$ cat src/rtl/otp_pkg.sv
package otp_pkg;

  localparam logic [7:0] OFS_MODE   = 8'h00;
  localparam logic [7:0] OFS_CMD    = 8'h04;
  localparam logic [7:0] OFS_START  = 8'h08;
  localparam logic [7:0] OFS_STAT   = 8'h0C;
  localparam logic [7:0] OFS_RD_LO  = 8'h10;
  localparam logic [7:0] OFS_ADDR   = 8'h28;
  localparam logic [7:0] OFS_WR_LO  = 8'h2C;
  localparam logic [7:0] OFS_RD_HI  = 8'h5C;
  localparam logic [7:0] OFS_WR_HI  = 8'h64;

  localparam int CMD_W  = 6;
  localparam int ADDR_W = 16;

  localparam logic [CMD_W-1:0] OP_READ    = 6'h00;
  localparam logic [CMD_W-1:0] OP_UNLOCK  = 6'h02;
  localparam logic [CMD_W-1:0] OP_LOCK    = 6'h03;
  localparam logic [CMD_W-1:0] OP_PROGRAM = 6'h08;

  // Expected write word for each step of the unlock sequence
  function automatic logic [31:0] unlock_key(input logic [1:0] step);
    case (step)
      2'd0:    unlock_key = 32'hF;
      2'd1:    unlock_key = 32'h4;
      2'd2:    unlock_key = 32'h8;
      default: unlock_key = 32'hD;
    endcase
  endfunction

  function automatic logic row_valid(input logic [ADDR_W-1:0] a, input int rows);
    row_valid = (32'(a) < rows);
  endfunction

  // Fuses only blow: merged row keeps every set bit
  function automatic logic [63:0] fuse_merge(input logic [63:0] old_v, input logic [63:0] new_v);
    fuse_merge = old_v | new_v;
  endfunction

endpackage

$ cat src/rtl/otp_regbank.sv
module otp_regbank
  import otp_pkg::*;
#(
  parameter bit WIDE  = 1'b0,
  parameter int ROW_W = 32
) (
  input  logic              clk,
  input  logic              rst_n,
  input  logic [7:0]        bus_addr,
  input  logic              bus_we,
  input  logic [31:0]       bus_wdata,
  output logic [31:0]       bus_rdata,
  input  logic              busy_i,
  input  logic              done_i,
  input  logic              prog_ok_i,
  input  logic [ROW_W-1:0]  rrow_i,
  output logic              mode_en_o,
  output logic [CMD_W-1:0]  cmd_o,
  output logic [ADDR_W-1:0] addr_o,
  output logic [ROW_W-1:0]  wrow_o,
  output logic              start_set_o,
  output logic              start_clr_o
);

  logic        mode_q;
  logic        start_q;
  logic [CMD_W-1:0]  cmd_q;
  logic [ADDR_W-1:0] addr_q;
  logic [31:0] wlo_q;
  logic [31:0] whi_rd;
  logic [31:0] rhi_rd;

  wire wr_start = bus_we && (bus_addr == OFS_START);

  always_ff @(posedge clk or negedge rst_n) begin
    if (!rst_n) begin
      mode_q  <= 1'b0;
      start_q <= 1'b0;
      cmd_q   <= '0;
      addr_q  <= '0;
      wlo_q   <= '0;
    end else if (bus_we) begin
      case (bus_addr)
        OFS_MODE:  mode_q  <= bus_wdata[0];
        OFS_CMD:   cmd_q   <= bus_wdata[CMD_W-1:0];
        OFS_START: start_q <= bus_wdata[0];
        OFS_ADDR:  addr_q  <= bus_wdata[ADDR_W-1:0];
        OFS_WR_LO: wlo_q   <= bus_wdata;
        default:   ;
      endcase
    end
  end

  generate
    if (WIDE) begin : g_wide
      logic [31:0] whi_q;
      always_ff @(posedge clk or negedge rst_n) begin
        if (!rst_n)                              whi_q <= '0;
        else if (bus_we && bus_addr == OFS_WR_HI) whi_q <= bus_wdata;
      end
      assign whi_rd = whi_q;
      assign rhi_rd = rrow_i[ROW_W-1:32];
      assign wrow_o = {whi_q, wlo_q};
    end else begin : g_narrow
      assign whi_rd = '0;
      assign rhi_rd = '0;
      assign wrow_o = wlo_q;
    end
  endgenerate

  assign start_set_o = wr_start && bus_wdata[0] && !start_q;
  assign start_clr_o = wr_start && !bus_wdata[0];
  assign mode_en_o   = mode_q;
  assign cmd_o       = cmd_q;
  assign addr_o      = addr_q;

  always_comb begin
    bus_rdata = '0;
    case (bus_addr)
      OFS_MODE:  bus_rdata = {31'b0, mode_q};
      OFS_CMD:   bus_rdata = {{(32-CMD_W){1'b0}}, cmd_q};
      OFS_START: bus_rdata = {31'b0, start_q};
      OFS_STAT:  bus_rdata = {29'b0, prog_ok_i, done_i, busy_i};
      OFS_ADDR:  bus_rdata = {{(32-ADDR_W){1'b0}}, addr_q};
      OFS_WR_LO: bus_rdata = wlo_q;
      OFS_RD_LO: bus_rdata = rrow_i[31:0];
      OFS_WR_HI: bus_rdata = whi_rd;
      OFS_RD_HI: bus_rdata = rhi_rd;
      default:   bus_rdata = '0;
    endcase
  end

endmodule

$ cat src/rtl/otp_sequencer.sv
module otp_sequencer
  import otp_pkg::*;
#(
  parameter int BUSY_CYCLES = 3,
  parameter int ROW_W       = 32
) (
  input  logic              clk,
  input  logic              rst_n,
  input  logic              start_set_i,
  input  logic              start_clr_i,
  input  logic              mode_en_i,
  input  logic [CMD_W-1:0]  cmd_i,
  input  logic [ADDR_W-1:0] addr_i,
  input  logic [ROW_W-1:0]  wrow_i,
  output logic              launch_o,
  output logic              exec_o,
  output logic              busy_o,
  output logic              done_o,
  output logic [CMD_W-1:0]  cmd_q_o,
  output logic [ADDR_W-1:0] addr_q_o,
  output logic [ROW_W-1:0]  wrow_q_o
);

  localparam int CNT_W = $clog2(BUSY_CYCLES + 1);
  localparam logic [CNT_W-1:0] CNT_LOAD = CNT_W'(BUSY_CYCLES);

  logic [CNT_W-1:0] cnt_q;
  logic             busy_q;
  logic             done_q;

  assign launch_o = start_set_i && mode_en_i && !busy_q;
  assign exec_o   = busy_q && (cnt_q == CNT_W'(1));

  always_ff @(posedge clk or negedge rst_n) begin
    if (!rst_n) begin
      cnt_q    <= '0;
      busy_q   <= 1'b0;
      done_q   <= 1'b0;
      cmd_q_o  <= '0;
      addr_q_o <= '0;
      wrow_q_o <= '0;
    end else begin
      if (launch_o) begin
        cnt_q    <= CNT_LOAD;
        busy_q   <= 1'b1;
        done_q   <= 1'b0;
        cmd_q_o  <= cmd_i;
        addr_q_o <= addr_i;
        wrow_q_o <= wrow_i;
      end else if (exec_o) begin
        cnt_q  <= '0;
        busy_q <= 1'b0;
        done_q <= 1'b1;
      end else begin
        if (busy_q)      cnt_q  <= cnt_q - CNT_W'(1);
        if (start_clr_i) done_q <= 1'b0;
      end
    end
  end

  assign busy_o = busy_q;
  assign done_o = done_q;

endmodule

$ cat src/rtl/otp_unlock.sv
module otp_unlock
  import otp_pkg::*;
(
  input  logic        clk,
  input  logic        rst_n,
  input  logic        exec_unlock_i,
  input  logic        exec_lock_i,
  input  logic [31:0] key_i,
  output logic        prog_ok_o
);

  logic [1:0] step_q;
  logic       ok_q;
  wire        key_hit = (key_i == unlock_key(step_q));

  always_ff @(posedge clk or negedge rst_n) begin
    if (!rst_n) begin
      step_q <= '0;
      ok_q   <= 1'b0;
    end else if (exec_lock_i) begin
      step_q <= '0;
      ok_q   <= 1'b0;
    end else if (exec_unlock_i) begin
      if (!key_hit) begin
        step_q <= '0;
      end else if (step_q == 2'd3) begin
        step_q <= '0;
        ok_q   <= 1'b1;
      end else begin
        step_q <= step_q + 2'd1;
      end
    end
  end

  assign prog_ok_o = ok_q;

endmodule

$ cat src/rtl/otp_fuse_array.sv
module otp_fuse_array #(
  parameter int ROWS  = 64,
  parameter int ROW_W = 32,
  parameter int IDX_W = $clog2(ROWS)
) (
  input  logic             clk,
  input  logic             rst_n,
  input  logic             we_i,
  input  logic [IDX_W-1:0] idx_i,
  input  logic [ROW_W-1:0] wdata_i,
  output logic [ROW_W-1:0] rdata_o
);

  logic [ROW_W-1:0] cell_q [ROWS];

  always_ff @(posedge clk or negedge rst_n) begin
    if (!rst_n) begin
      for (int r = 0; r < ROWS; r++) cell_q[r] <= '0;
    end else if (we_i) begin
      cell_q[idx_i] <= ROW_W'(otp_pkg::fuse_merge(64'(cell_q[idx_i]), 64'(wdata_i)));
    end
  end

  assign rdata_o = cell_q[idx_i];

endmodule

$ cat src/rtl/otp_cmd_engine.sv
module otp_cmd_engine
  import otp_pkg::*;
#(
  parameter bit WIDE        = 1'b0,
  parameter int NUM_ROWS    = 64,
  parameter int BUSY_CYCLES = 3
) (
  input  logic        clk,
  input  logic        rst_n,
  input  logic [7:0]  bus_addr,
  input  logic        bus_we,
  input  logic [31:0] bus_wdata,
  output logic [31:0] bus_rdata
);

  localparam int ROW_W = WIDE ? 64 : 32;
  localparam int IDX_W = $clog2(NUM_ROWS);

  logic              mode_en_w;
  logic [CMD_W-1:0]  cmd_w;
  logic [ADDR_W-1:0] addr_w;
  logic [ROW_W-1:0]  wrow_w;
  logic              start_set_w;
  logic              start_clr_w;
  logic              launch_w;
  logic              exec_w;
  logic              busy_w;
  logic              done_w;
  logic [CMD_W-1:0]  cmd_q_w;
  logic [ADDR_W-1:0] addr_q_w;
  logic [ROW_W-1:0]  wrow_q_w;
  logic              prog_ok_w;
  logic [ROW_W-1:0]  arr_rd_w;
  logic [ROW_W-1:0]  rrow_q;

  // Named internal events for the checker
  wire row_hit_w     = row_valid(addr_q_w, NUM_ROWS);
  wire exec_read_w   = exec_w && (cmd_q_w == OP_READ);
  wire exec_unlock_w = exec_w && (cmd_q_w == OP_UNLOCK);
  wire exec_lock_w   = exec_w && (cmd_q_w == OP_LOCK);
  wire exec_prog_w   = exec_w && (cmd_q_w == OP_PROGRAM);
  wire fuse_we_w     = exec_prog_w && prog_ok_w && row_hit_w;

  otp_regbank #(.WIDE(WIDE), .ROW_W(ROW_W)) u_regs (
    .clk(clk), .rst_n(rst_n),
    .bus_addr(bus_addr), .bus_we(bus_we), .bus_wdata(bus_wdata), .bus_rdata(bus_rdata),
    .busy_i(busy_w), .done_i(done_w), .prog_ok_i(prog_ok_w), .rrow_i(rrow_q),
    .mode_en_o(mode_en_w), .cmd_o(cmd_w), .addr_o(addr_w), .wrow_o(wrow_w),
    .start_set_o(start_set_w), .start_clr_o(start_clr_w)
  );

  otp_sequencer #(.BUSY_CYCLES(BUSY_CYCLES), .ROW_W(ROW_W)) u_seq (
    .clk(clk), .rst_n(rst_n),
    .start_set_i(start_set_w), .start_clr_i(start_clr_w), .mode_en_i(mode_en_w),
    .cmd_i(cmd_w), .addr_i(addr_w), .wrow_i(wrow_w),
    .launch_o(launch_w), .exec_o(exec_w), .busy_o(busy_w), .done_o(done_w),
    .cmd_q_o(cmd_q_w), .addr_q_o(addr_q_w), .wrow_q_o(wrow_q_w)
  );

  otp_unlock u_unlock (
    .clk(clk), .rst_n(rst_n),
    .exec_unlock_i(exec_unlock_w), .exec_lock_i(exec_lock_w),
    .key_i(wrow_q_w[31:0]), .prog_ok_o(prog_ok_w)
  );

  otp_fuse_array #(.ROWS(NUM_ROWS), .ROW_W(ROW_W), .IDX_W(IDX_W)) u_fuses (
    .clk(clk), .rst_n(rst_n),
    .we_i(fuse_we_w), .idx_i(addr_q_w[IDX_W-1:0]),
    .wdata_i(wrow_q_w), .rdata_o(arr_rd_w)
  );

  always_ff @(posedge clk or negedge rst_n) begin
    if (!rst_n)           rrow_q <= '0;
    else if (exec_read_w) rrow_q <= row_hit_w ? arr_rd_w : '0;
  end

endmodule

$ cat config.mk
export PLATFORM = sky130hd
export DESIGN_NAME = otp_cmd_engine
export DESIGN_NICKNAME = d
export VERILOG_FILES = /design/src/rtl/otp_pkg.sv /design/src/rtl/otp_regbank.sv /design/src/rtl/otp_sequencer.sv /design/src/rtl/otp_unlock.sv /design/src/rtl/otp_fuse_array.sv /design/src/rtl/otp_cmd_engine.sv
export SDC_FILE = /design/constraint.sdc
export NUM_CORES = 2
export LEC_CHECK = 0
export CORE_MARGIN = 2
export CORE_UTILIZATION = 30
export DETAILED_ROUTE_END_ITERATION = 8
export RECOVER_POWER = 100
export SLEW_MARGIN = 15
export SYNTH_ARGS = -nofsm -noshare
export SYNTH_HDL_FRONTEND = slang
export SYNTH_HIERARCHICAL = 1
export SYNTH_SLANG_ARGS = --single-unit
$ cat constraint.sdc
create_clock -name clk -period 4.1 [get_ports clk]
set_input_delay 0.82 -clock clk [delete_from_list [all_inputs] [get_ports clk]]
set_output_delay 0.82 -clock clk [all_outputs]
set_load 0.02 [all_outputs]
==> results.sh <==
export IMPL_clock_sinks=2197
export IMPL_antenna_left=0
export IMPL_antenna_found_initial=21
export IMPL_dp_hpwl_mm=266.3
export IMPL_netlist_area_mm2=0.09753
export IMPL_clock_latency_ns=0.90
export IMPL_overflow=0
export IMPL_final_setup_viol_count=52
export IMPL_peakVddDrop_uv=347.3
export IMPL_yosysTopAreaCellShare_pct=56.37
export IMPL_grt_max_degree=161
export IMPL_cap_violations=16
export IMPL_wirelength_mm=406.3
export IMPL_synth_async_reset_ratio_pct=100.0
export IMPL_drt_initial_drc_count=10460
export IMPL_rsz0062_at_grt="no"
export IMPL_drc=0
export IMPL_period_minus_slack_ns=4.167
export IMPL_worstPathMaxFanout=29
export IMPL_tightestPinTransition_ns=2.849
export IMPL_avgSynthCellArea_um2=9.896
export IMPL_power_density_mw_per_mm2=386.6
export IMPL_slew_headroom_pct=-89.94
export IMPL_std_cell_rows=209
export IMPL_grt_pass1_wl_mm=579.5
export IMPL_synth_seq_area_share_pct=56.37
export IMPL_ys_ff_latch=2197
export IMPL_hold_class="input pin to async pin"
export IMPL_achievable_frequency_ghz=0.2400
export IMPL_coreArea_mm2=0.3237
export IMPL_first_pass_iters=6
export IMPL_fin_cells=14440
export IMPL_numCtsBuffers=229
export IMPL_drive_gt1_share_pct=14.02
export IMPL_timing_rr_end="u_fuses/cell_q[318]"
export IMPL_cts_tree="built"
export IMPL_arrival_ns=4.98
export IMPL_violations="capacitance limit, slew limit, setup timing"
export IMPL_setup_ws_ns=-0.06661
export IMPL_yosysMostFrequentCell="dfrtp_1"
export IMPL_syn_inst=9855
export IMPL_pin_count=75
export IMPL_yosys_cell_types_count=100
export IMPL_post_drt_wl_per_cell_um=28.13
export IMPL_crit_start="u_seq/addr_q_o[5]"
export IMPL_endpoint="u_fuses/cell_q[318]"
export IMPL_fillers=32910
export IMPL_reg2reg_from="u_seq/addr_q_o[5]"
export IMPL_p_leak_nw=50.12
export IMPL_fin_worst_skew_ns=0.06131
export IMPL_clk_pin_slew_ns=0.07
export IMPL_io_buffers=74
export IMPL_cts_setup_buffers=0
export IMPL_finish_net_count=9969
export IMPL_clock_path_buffers=3
export IMPL_routed_via_density=5.672
export IMPL_crit_type="flip-flop to flip-flop"
export IMPL_synthTopCellsByArea="dfrtp_1 (56%), a21oi_1 (10%), nor2_1 (8.0%)"
export IMPL_synth_top_area_cell="dfrtp_1"
export IMPL_root_buffer="clkbuf_16"
export IMPL_status="finished, violations left"
export IMPL_period_share_pct=101.6
export IMPL_dieWidth_um=574.2
export IMPL_vias=81920
export IMPL_yosys_most_used_dff="dfrtp_1"
export IMPL_place_inst=14010
export IMPL_syn_num_nets=9903
export IMPL_required_ns=4.91
export IMPL_area_delta_synth_final_pct=16.99
export IMPL_dpl_worst_slack_ns=0.08778
export IMPL_final_max_slew_viol_count=1381
export IMPL_synth_edf_count=0
export IMPL_track_usage_pct=24.03
export IMPL_hold_viol=0
export IMPL_ys_top_cells_by_count="dfrtp_1 (2,197), nor2_1 (2,073), a21oi_1 (2,029)"
export IMPL_endpoint_kind="flip-flop"
export IMPL_reg2reg_slack_ns=-0.07
export IMPL_chipHeight_um=574.2
export IMPL_crit_path_start_kind="flip-flop"
export IMPL_dieArea_mm2=0.3297
export IMPL_yosysWarnings=6
export IMPL_gp_congestion=0.9463
export IMPL_grt_pass1_vias=77530
export IMPL_rr_worst_depth=10
export IMPL_start_util_pct=30.13
export IMPL_htree_levels=4
==> power by group <==
group | internal, W | leakage (nW) | switching, W
combinational | 0.0000901 | 15.6 | 0.000484
clock | 0.0126 | 3.86 | 0.00918
sequential | 0.0217 | 30.7 | 0.0000300
total | 0.0344 | 50.1 | 0.00969
==> critical path, stage by stage, from the launching register on <==
cell and delay, ns:
dfrtp_2 0.67, buf_12 0.30, nand2b_1 0.28, nor3_1 1.13
clkbuf_1 0.31, a21oi_1 0.10, nand2_1 0.08, clkbuf_2 0.36
nor2_1 0.09, clkbuf_2 0.38, o21ai_0 0.30
==> state kept, by name, indices dropped and copies added, names as in the netlist, 6 cells and up <==
| name | cells |
|---|---|
| u_fuses/cell_q | 2048 |
| rrow_q | 32 |
| u_regs/wrow_o | 32 |
| u_seq/wrow_q_o | 32 |
| u_regs/addr_o | 16 |
| u_seq/addr_q_o | 16 |
| u_regs/cmd_o | 6 |
| u_seq/cmd_q_o | 6 |
==> placed cells by master, fill, tap and decap left out, drive strengths merged, types with 117 or more instances in the layout <==
cell type and n:
a21oi 2029, a221oi 208, a22oi 326, buf 530, clkbuf 522, dfrtp 2197, mux2 163, nand2 277
nand3 169, nor2 2076, nor3 117, o21ai 156, o22ai 133
==> layer usage <==
| layer | track usage, % | up-vias | share of wire [%] |
|---|---|---|---|
| li1 | - | 35260 | - |
| met1 | 31.90 | 40780 | 39 |
| met2 | 34.90 | 4673 | 42 |
| met3 | 6.046 | 1187 | 11 |
| met4 | 15.19 | 18 | 7.4 |
| met5 | 0 | - | 0.033 |
==> cell families after synthesis <==
group | after synthesis | share of synthesized area [%]
simple gates | 3088 | 14.20
mux | 324 | 4.612
xor+xnor | 4 | 0.03592
compound gates | 3262 | 20.07
buf+inv | 975 | 4.652
flops | 2197 | 56.37
fa+ha+maj | 5 | 0.06415
==> cell type report <==
class	count	area (um^2)	share of cell area (%)
flip-flops and latches	2197	54990	48.20
multi-input cells	6683	38370	33.63
repair buffers	790	7393	6.480
clock buffers	337	6790	5.951
well taps	4325	5411	4.743
clock inverters	75	1027	0.9003
inverters	20	80.08	0.07018
diodes	15	37.54	0.03290
==> through the flow <==
step	utilization [%]	area (um^2)	TNS [ns]	hold slack, ns	total power [W]
floorplan	-	97530	0	0.4429	0.02217
global placement	33.33	107900	0	0.4558	0.02276
detailed placement	33.34	107900	0	0.4671	0.02276
CTS	35.75	115700	0	0.4624	0.04437
global route	35.23	114100	0	0.4548	0.04524
finish	35.25	114100	-1.003	0.4665	0.04411
==> worst min-delay path by stage <==
| stage | cells past startpoint | slack [ns] | start | end |
|---|---|---|---|---|
| after floorplan | 2 | 0.44 | u_fuses/cell_q[644] | u_fuses/cell_q[644] |
| after global placement | 2 | 0.46 | u_fuses/cell_q[1613] | u_fuses/cell_q[1613] |
| after detailed placement | 2 | 0.47 | u_fuses/cell_q[308] | u_fuses/cell_q[308] |
| after CTS | 2 | 0.46 | rst_n | u_seq/cmd_q_o[1] |
| after global routing | 2 | 0.45 | rst_n | u_seq/cmd_q_o[1] |
| final | 2 | 0.47 | rst_n | u_seq/cmd_q_o[1] |
==> repair_timing <==
item,in CTS,in global routing
hold buffers,1,0
endpoints found under the hold margin,8,0
resized for setup,0,3
setup endpoints to repair,0,29
(Power assumes the default switching activity.)
